`src/rtl/sar_seq_pkg.sv`:
```
// Shared types for the SAR conversion sequencer.
// Assumes: a frame is NBITS+5 cycles long (four setup steps, NBITS decisions, one transfer).
package sar_seq_pkg;

    typedef enum logic [2:0] {
        PH_IDLE = 3'd0,
        PH_REFZ = 3'd1,
        PH_AZ   = 3'd2,
        PH_ACAL = 3'd3,
        PH_SAMP = 3'd4,
        PH_CONV = 3'd5,
        PH_XFER = 3'd6
    } phase_e;

endpackage

```
`src/rtl/sar_frame_ctr.sv`:
```
// Frame counter: tracks the position inside a conversion frame and decodes it to a phase.
// Assumes: start is sampled only while idle or in the last frame cycle; other starts are dropped.
module sar_frame_ctr
    import sar_seq_pkg::*;
#(
    parameter int NBITS = 11,
    localparam int FRAME = NBITS + 5,
    localparam int CW = $clog2(FRAME)
) (
    input  logic          clk,
    input  logic          rst_n,
    input  logic          start,
    output phase_e        phase,
    output logic [CW-1:0] bit_idx
);

    localparam logic [CW-1:0] C_REFZ = CW'(0);
    localparam logic [CW-1:0] C_AZ   = CW'(1);
    localparam logic [CW-1:0] C_ACAL = CW'(2);
    localparam logic [CW-1:0] C_SAMP = CW'(3);
    localparam logic [CW-1:0] C_LAST = CW'(FRAME - 1);
    localparam logic [CW-1:0] C_TOP  = CW'(NBITS + 3);

    logic          busy;
    logic [CW-1:0] cyc;

    // Advance the cycle counter; accept a start only when idle or at the end of a frame.
    always_ff @(posedge clk) begin
        if (!rst_n) begin
            busy <= 1'b0;
            cyc  <= '0;
        end else if (!busy || cyc == C_LAST) begin
            busy <= start;
            cyc  <= '0;
        end else begin
            cyc  <= cyc + CW'(1);
        end
    end

    // Decode the counter position into the current step.
    always_comb begin
        if (!busy)                phase = PH_IDLE;
        else if (cyc == C_REFZ)   phase = PH_REFZ;
        else if (cyc == C_AZ)     phase = PH_AZ;
        else if (cyc == C_ACAL)   phase = PH_ACAL;
        else if (cyc == C_SAMP)   phase = PH_SAMP;
        else if (cyc == C_LAST)   phase = PH_XFER;
        else                      phase = PH_CONV;
    end

    // Bit under test: NBITS-1 in the first decision cycle, down to 0 in the last.
    assign bit_idx = C_TOP - cyc;

endmodule

```
`src/rtl/sar_bit_engine.sv`:
```
// Successive-approximation register: builds the trial code and captures the final result.
// Assumes: cmp_in is valid at the end of each decision cycle, 1 meaning input >= trial.
module sar_bit_engine
    import sar_seq_pkg::*;
#(
    parameter int NBITS = 11,
    localparam int CW = $clog2(NBITS + 5)
) (
    input  logic             clk,
    input  logic             rst_n,
    input  phase_e           phase,
    input  logic [CW-1:0]    bit_idx,
    input  logic             cmp_in,
    output logic [NBITS-1:0] trial_code,
    output logic [NBITS-1:0] result
);

    localparam logic [NBITS-1:0] ONE = NBITS'(1);
    localparam logic [NBITS-1:0] MSB = ONE << (NBITS - 1);

    logic [NBITS-1:0] cur_bit;
    logic [NBITS-1:0] decided;
    logic [NBITS-1:0] next_bit;

    // Keep or drop the bit under test and pick the next bit to try.
    always_comb begin
        cur_bit  = ONE << bit_idx;
        decided  = cmp_in ? trial_code : (trial_code & ~cur_bit);
        next_bit = cur_bit >> 1;
    end

    // Clear before sampling, load the MSB trial, then resolve one bit per cycle.
    always_ff @(posedge clk) begin
        if (!rst_n) begin
            trial_code <= '0;
            result     <= '0;
        end else begin
            case (phase)
                PH_ACAL: trial_code <= '0;
                PH_SAMP: trial_code <= MSB;
                PH_CONV: begin
                    trial_code <= decided | next_bit;
                    if (bit_idx == '0) result <= decided;
                end
                default: ;
            endcase
        end
    end

endmodule

```
`src/rtl/sar_strobe_dec.sv`:
```
// Strobe decoder: turns the current phase into the one-hot step strobes.
// Assumes: the phase input comes from a register, so the strobes are glitch-limited.
module sar_strobe_dec
    import sar_seq_pkg::*;
(
    input  phase_e phase,
    output logic   ph_refz,
    output logic   ph_az,
    output logic   ph_acal,
    output logic   ph_samp,
    output logic   ph_conv,
    output logic   res_valid
);

    // One strobe per frame step; none while idle.
    always_comb begin
        ph_refz   = (phase == PH_REFZ);
        ph_az     = (phase == PH_AZ);
        ph_acal   = (phase == PH_ACAL);
        ph_samp   = (phase == PH_SAMP);
        ph_conv   = (phase == PH_CONV);
        res_valid = (phase == PH_XFER);
    end

endmodule

```
`src/rtl/sar_frame_seq.sv`:
```
// Top of the calibrated SAR conversion sequencer for one converter slice.
// Assumes: the comparator and DAC are external; cmp_in answers the trial_code shown in that cycle.
module sar_frame_seq
    import sar_seq_pkg::*;
#(
    parameter int NBITS = 11,
    localparam int CW = $clog2(NBITS + 5)
) (
    input  logic             clk,
    input  logic             rst_n,
    input  logic             start,
    input  logic             cmp_in,
    output logic             ph_refz,
    output logic             ph_az,
    output logic             ph_acal,
    output logic             ph_samp,
    output logic             ph_conv,
    output logic             res_valid,
    output logic [NBITS-1:0] trial_code,
    output logic [NBITS-1:0] result
);

    phase_e        phase;
    logic [CW-1:0] bit_idx;

    sar_frame_ctr #(.NBITS(NBITS)) u_ctr (
        .clk     (clk),
        .rst_n   (rst_n),
        .start   (start),
        .phase   (phase),
        .bit_idx (bit_idx)
    );

    sar_bit_engine #(.NBITS(NBITS)) u_eng (
        .clk        (clk),
        .rst_n      (rst_n),
        .phase      (phase),
        .bit_idx    (bit_idx),
        .cmp_in     (cmp_in),
        .trial_code (trial_code),
        .result     (result)
    );

    sar_strobe_dec u_dec (
        .phase     (phase),
        .ph_refz   (ph_refz),
        .ph_az     (ph_az),
        .ph_acal   (ph_acal),
        .ph_samp   (ph_samp),
        .ph_conv   (ph_conv),
        .res_valid (res_valid)
    );

endmodule

```
`config.mk`:
```
export PLATFORM = sky130hd
export DESIGN_NAME = sar_frame_seq
export DESIGN_NICKNAME = d
export VERILOG_FILES = /design/src/rtl/sar_seq_pkg.sv /design/src/rtl/sar_frame_ctr.sv /design/src/rtl/sar_bit_engine.sv /design/src/rtl/sar_strobe_dec.sv /design/src/rtl/sar_frame_seq.sv
export SDC_FILE = /design/constraint.sdc
export NUM_CORES = 1
export LEC_CHECK = 0
export ABC_AREA = 1
export BUFFER_PORTS_ARGS = -buffer_cell sky130_fd_sc_hd__clkbuf_2
export CORE_MARGIN = 10
export CORE_UTILIZATION = 48
export CTS_CLUSTER_DIAMETER = 150
export CTS_CLUSTER_SIZE = 14
export DETAILED_ROUTE_END_ITERATION = 8
export PLACE_DENSITY = 0.81
export SLEW_MARGIN = 30
export SYNTH_ARGS = -nofsm -noshare
export SYNTH_HDL_FRONTEND = slang
export SYNTH_SLANG_ARGS = --single-unit
```
`constraint.sdc`:
```
create_clock -name clk -period 4.5 [get_ports clk]
set_input_delay 0.225 -clock clk [delete_from_list [all_inputs] [get_ports clk]]
set_output_delay 0.225 -clock clk [all_outputs]
set_load 0.02 [all_outputs]
```
==> summary.md <==
| Metric | Value |
|---|---|
| GRT met2 Usage | 0.186 |
| Post-CTS sizing | 0 |
| Total gr overflow | 0 |
| Worst setup margin | 1810 ps |
| Static Leakage | 0.994 nW |
| Cells after synthesis | 250 |
| Layout cells sized above 1 | 0.156 |
| Max-slew violation count | 0 |
| Later-pin clock latency in the skew report | 320 ps |
| WP data required | 4280 ps |
| Synthesized area per cell | 6.30 um2 |
| Final Hold Vio Count | 0 |
| Slowest stage delay, CP | 490 ps |
| Crit. Startpoint | u_ctr.cyc[0] |
| Slew HR | 0.684 |
| Cell variety after synth | 19 |
| Detailed placement HPWL | 2.63 mm |
| Max Cap Viol | 0 |
| Starting density of the core | 0.507 |
| Reg2Reg Depth | 9 |
| Nets | 288 |
| Crit path launch type | flip-flop |
| VDD IR max | 0.0887 mV |
| Number of global-route vias before repair | 1333 |
| Clk sinks | 27 |
| Synth area leader | dfxtp_1 |
| Core Region | 3100 um2 |
| Post-DR wirelength/cell | 10.7 um |
| Cell Chain, Critical Path | inv_1, ha_1, o21ai_2, nand4_2, nor2_4, clkbuf_2 |
| Largest net degree at the start of global routing | 20 |
| Final WL | 3.42 mm |
| PD cells | 218 nW/um2 |
| Die area | 5970 um2 |
| Area grow syn2layout | 11.7% |
| Reg-to-reg setup timing slack | 2100 ps |
| Routing usage on met3 | 0.0268 |
| Antenna fix cells | 0 |
| Vias | 1500 |
| Place WS | 2160 ps |
| Die Span Y | 77.3 um |
| Worst Skew | 4.46 ps |
| Top cell type's share of synthesized area | 0.343 |
| GR peak layer | met2 |
| Period utilization | 0.597 |
| CP max-delay cell | dfxtp_1 |
| Reg2reg start | u_ctr.cyc[0] |
| Die X-Extent | 77.3 um |
| Actual slew at the worst max-slew pin | 473 ps |
| Sequential Area | 541 um2 |
| FILL cells | 333 |
| Sequential fraction of the synthesis area | 0.343 |
| CTS Buf Count | 3 |
| Global Route Usage Sum | 0.112 |
| First-pass GRT wire length | 5.86 mm |
| DRT Pass-1 Iters | 4 |
| Final min period | 2690 ps |
| Post-route ant nets | 0 |
| Syn. warnings | 0 |
| Critical setup path kind | flip-flop to primary output |
| Setup TNS | 0 ps |
| Endpoints failing setup | 0 |
| H-tree depth | 1 |
| Core Rows | 20 |
| Critical Path AT | 2460 ps |
| Outcome | finished, final reports clean |
| Yosys reg bits | 27 |
| GR Layer Usage met1 | 0.140 |
| Synth area leaders | dfxtp_1, nand2_1, nand3_1 |
| Crit-path max FO | 15 |
| Crit path to | ph_conv |
| Multi-input logic area | 841 um2 |
| Worst r2r dst | u_eng.result[7] |
| RSZ-0062 raised after global routing | no |
| Fmax | 372 MHz |
| Initial antenna violation count | 0 |
| Iter 0 DRT Violations | 95 |
| Clock Pin Slew Worst Setup and Hold Paths | 140 ps |
| DRC violations left | 0 |
| Clock Path Buffers | 2 |
| Post-CTS Repair Setup Buffers | 0 |
| Clock Root Buffer | clkbuf_4 |
| Via density | 4.69 |
| PortBufs | 31 |
| Syn nets | 261 |
| Setup crit end kind | primary output |
| CTS tree | yes |
| I/O Pins | 32 |
| # hold bufs at CTS | 0 |
| Final RePlAce weighted congestion | 0.804 |
| Hold/Removal Path Class | primary input to flip-flop |
| Mapped Area | 1570 um2 |
[through the flow]
step / area (um2) / util / hold WS [ps] / std cells / total power [mW]
finish: 1760 / 0.567 / 80.5 / 320 / 0.383
global route: 1760 / 0.567 / 94.9 / 320 / 0.397
CTS: 1760 / 0.567 / 80.5 / 320 / 0.385
detailed placement: 1730 / 0.558 / 428 / 316 / 0.283
global placement: 1730 / 0.558 / 419 / 316 / 0.282
floorplan: 1570 / - / 332 / 250 / 0.275
[layout by cell type, fill, tap and decap left out]
cell type	netlist	layout
nand2_1	85	85
inv_1	37	37
nor2_1	33	33
clkbuf_2	0	31
nand3_1	28	28
dfxtp_1	27	27
a21oi_1	11	11
ha_1	7	7
nor3_1	3	3
clkbuf_4	0	3
nor2_4	2	2
nand4_1	2	2
o21ai_2	1	1
nand3_2	1	1
nand4_2	1	1
nand2_2	1	1
nor3_4	1	1
nand2_4	1	1
clkinv_2	0	1
[cell usage after synthesis]
cell,instances
ha_1,7
nor2_1,33
o21ai_2,1
inv_1,37
dfxtp_1,27
nand3_1,28
nor3_4,1
nor2_4,2
nand3_2,1
a21oi_1,11
clkbuf_1,3
nor3_1,3
nand2_1,85
buf_6,2
nand4_1,2
nand2_4,1
nand2_2,1
nand4_2,1
buf_2,4
[logic make-up (layout without fill, tap and decap cells)]
kind of cell,after synthesis,in the layout,synth area share
buffers and inverters,46,72,0.122
flip-flops,27,27,0.343
adder cells (fa/ha/maj),7,7,0.0556
AO/OA/AOI/OAI,12,12,0.0405
AND/OR/NAND/NOR,158,158,0.438
[layer usage]
| metal | part of all wire | routed length [um] | vias to the layer above |
|---|---|---|---|
| met5 | 0 | 0 | - |
| met4 | 0.0041 | 14 | 0 |
| met3 | 0.070 | 241 | 3 |
| met2 | 0.46 | 1590 | 45 |
| met1 | 0.46 | 1580 | 630 |
| li1 | - | - | 822 |
[registers in the layout, indices dropped and copies added, names as in the netlist]
signal and flops:
u_ctr.busy 1, u_eng.trial_code 11, u_ctr.cyc 4, u_eng.result 11
[power by group]
group,internal [mW],switching [mW]
clock,0.0333,0.0721
combinational,0.00869,0.0250
sequential,0.241,0.00308
total,0.283,0.100
[worst min-delay path by stage]
| stage | start | endpoint | slack [ps] | cells after the start |
|---|---|---|---|---|
| 3_3_place_gp | start | u_ctr.busy | 420 | 3 |
| 3_5_place_dp | start | u_ctr.busy | 430 | 3 |
| 6_report | start | u_ctr.busy | 80 | 3 |
| 5_1_grt | start | u_ctr.busy | 90 | 3 |
| 2_1_floorplan | start | u_ctr.busy | 330 | 2 |
| 4_1_cts | start | u_ctr.busy | 80 | 3 |
[cell type report]
cell class / count / share of cell area
inverter: 37 / 0.0790
clock buffer: 3 / 0.0128
sequential: 27 / 0.307
tap: 44 / 0.0313
timing repair buffer: 31 / 0.0883
clock inverter: 1 / 0.00285
multi-input combinational: 177 / 0.478
[critical path, delay by kind of cell, from the launching register on]
| family | cells | cell delay, ps |
|---|---|---|
| and+or+nand+nor | 2 | 800 |
| DFF | 1 | 490 |
| buffers and inverters | 2 | 390 |
| adders and majority gates | 1 | 250 |
| AOI/OAI and AO/OA | 1 | 200 |
No activity file was read; power rests on OpenSTA's default activity.
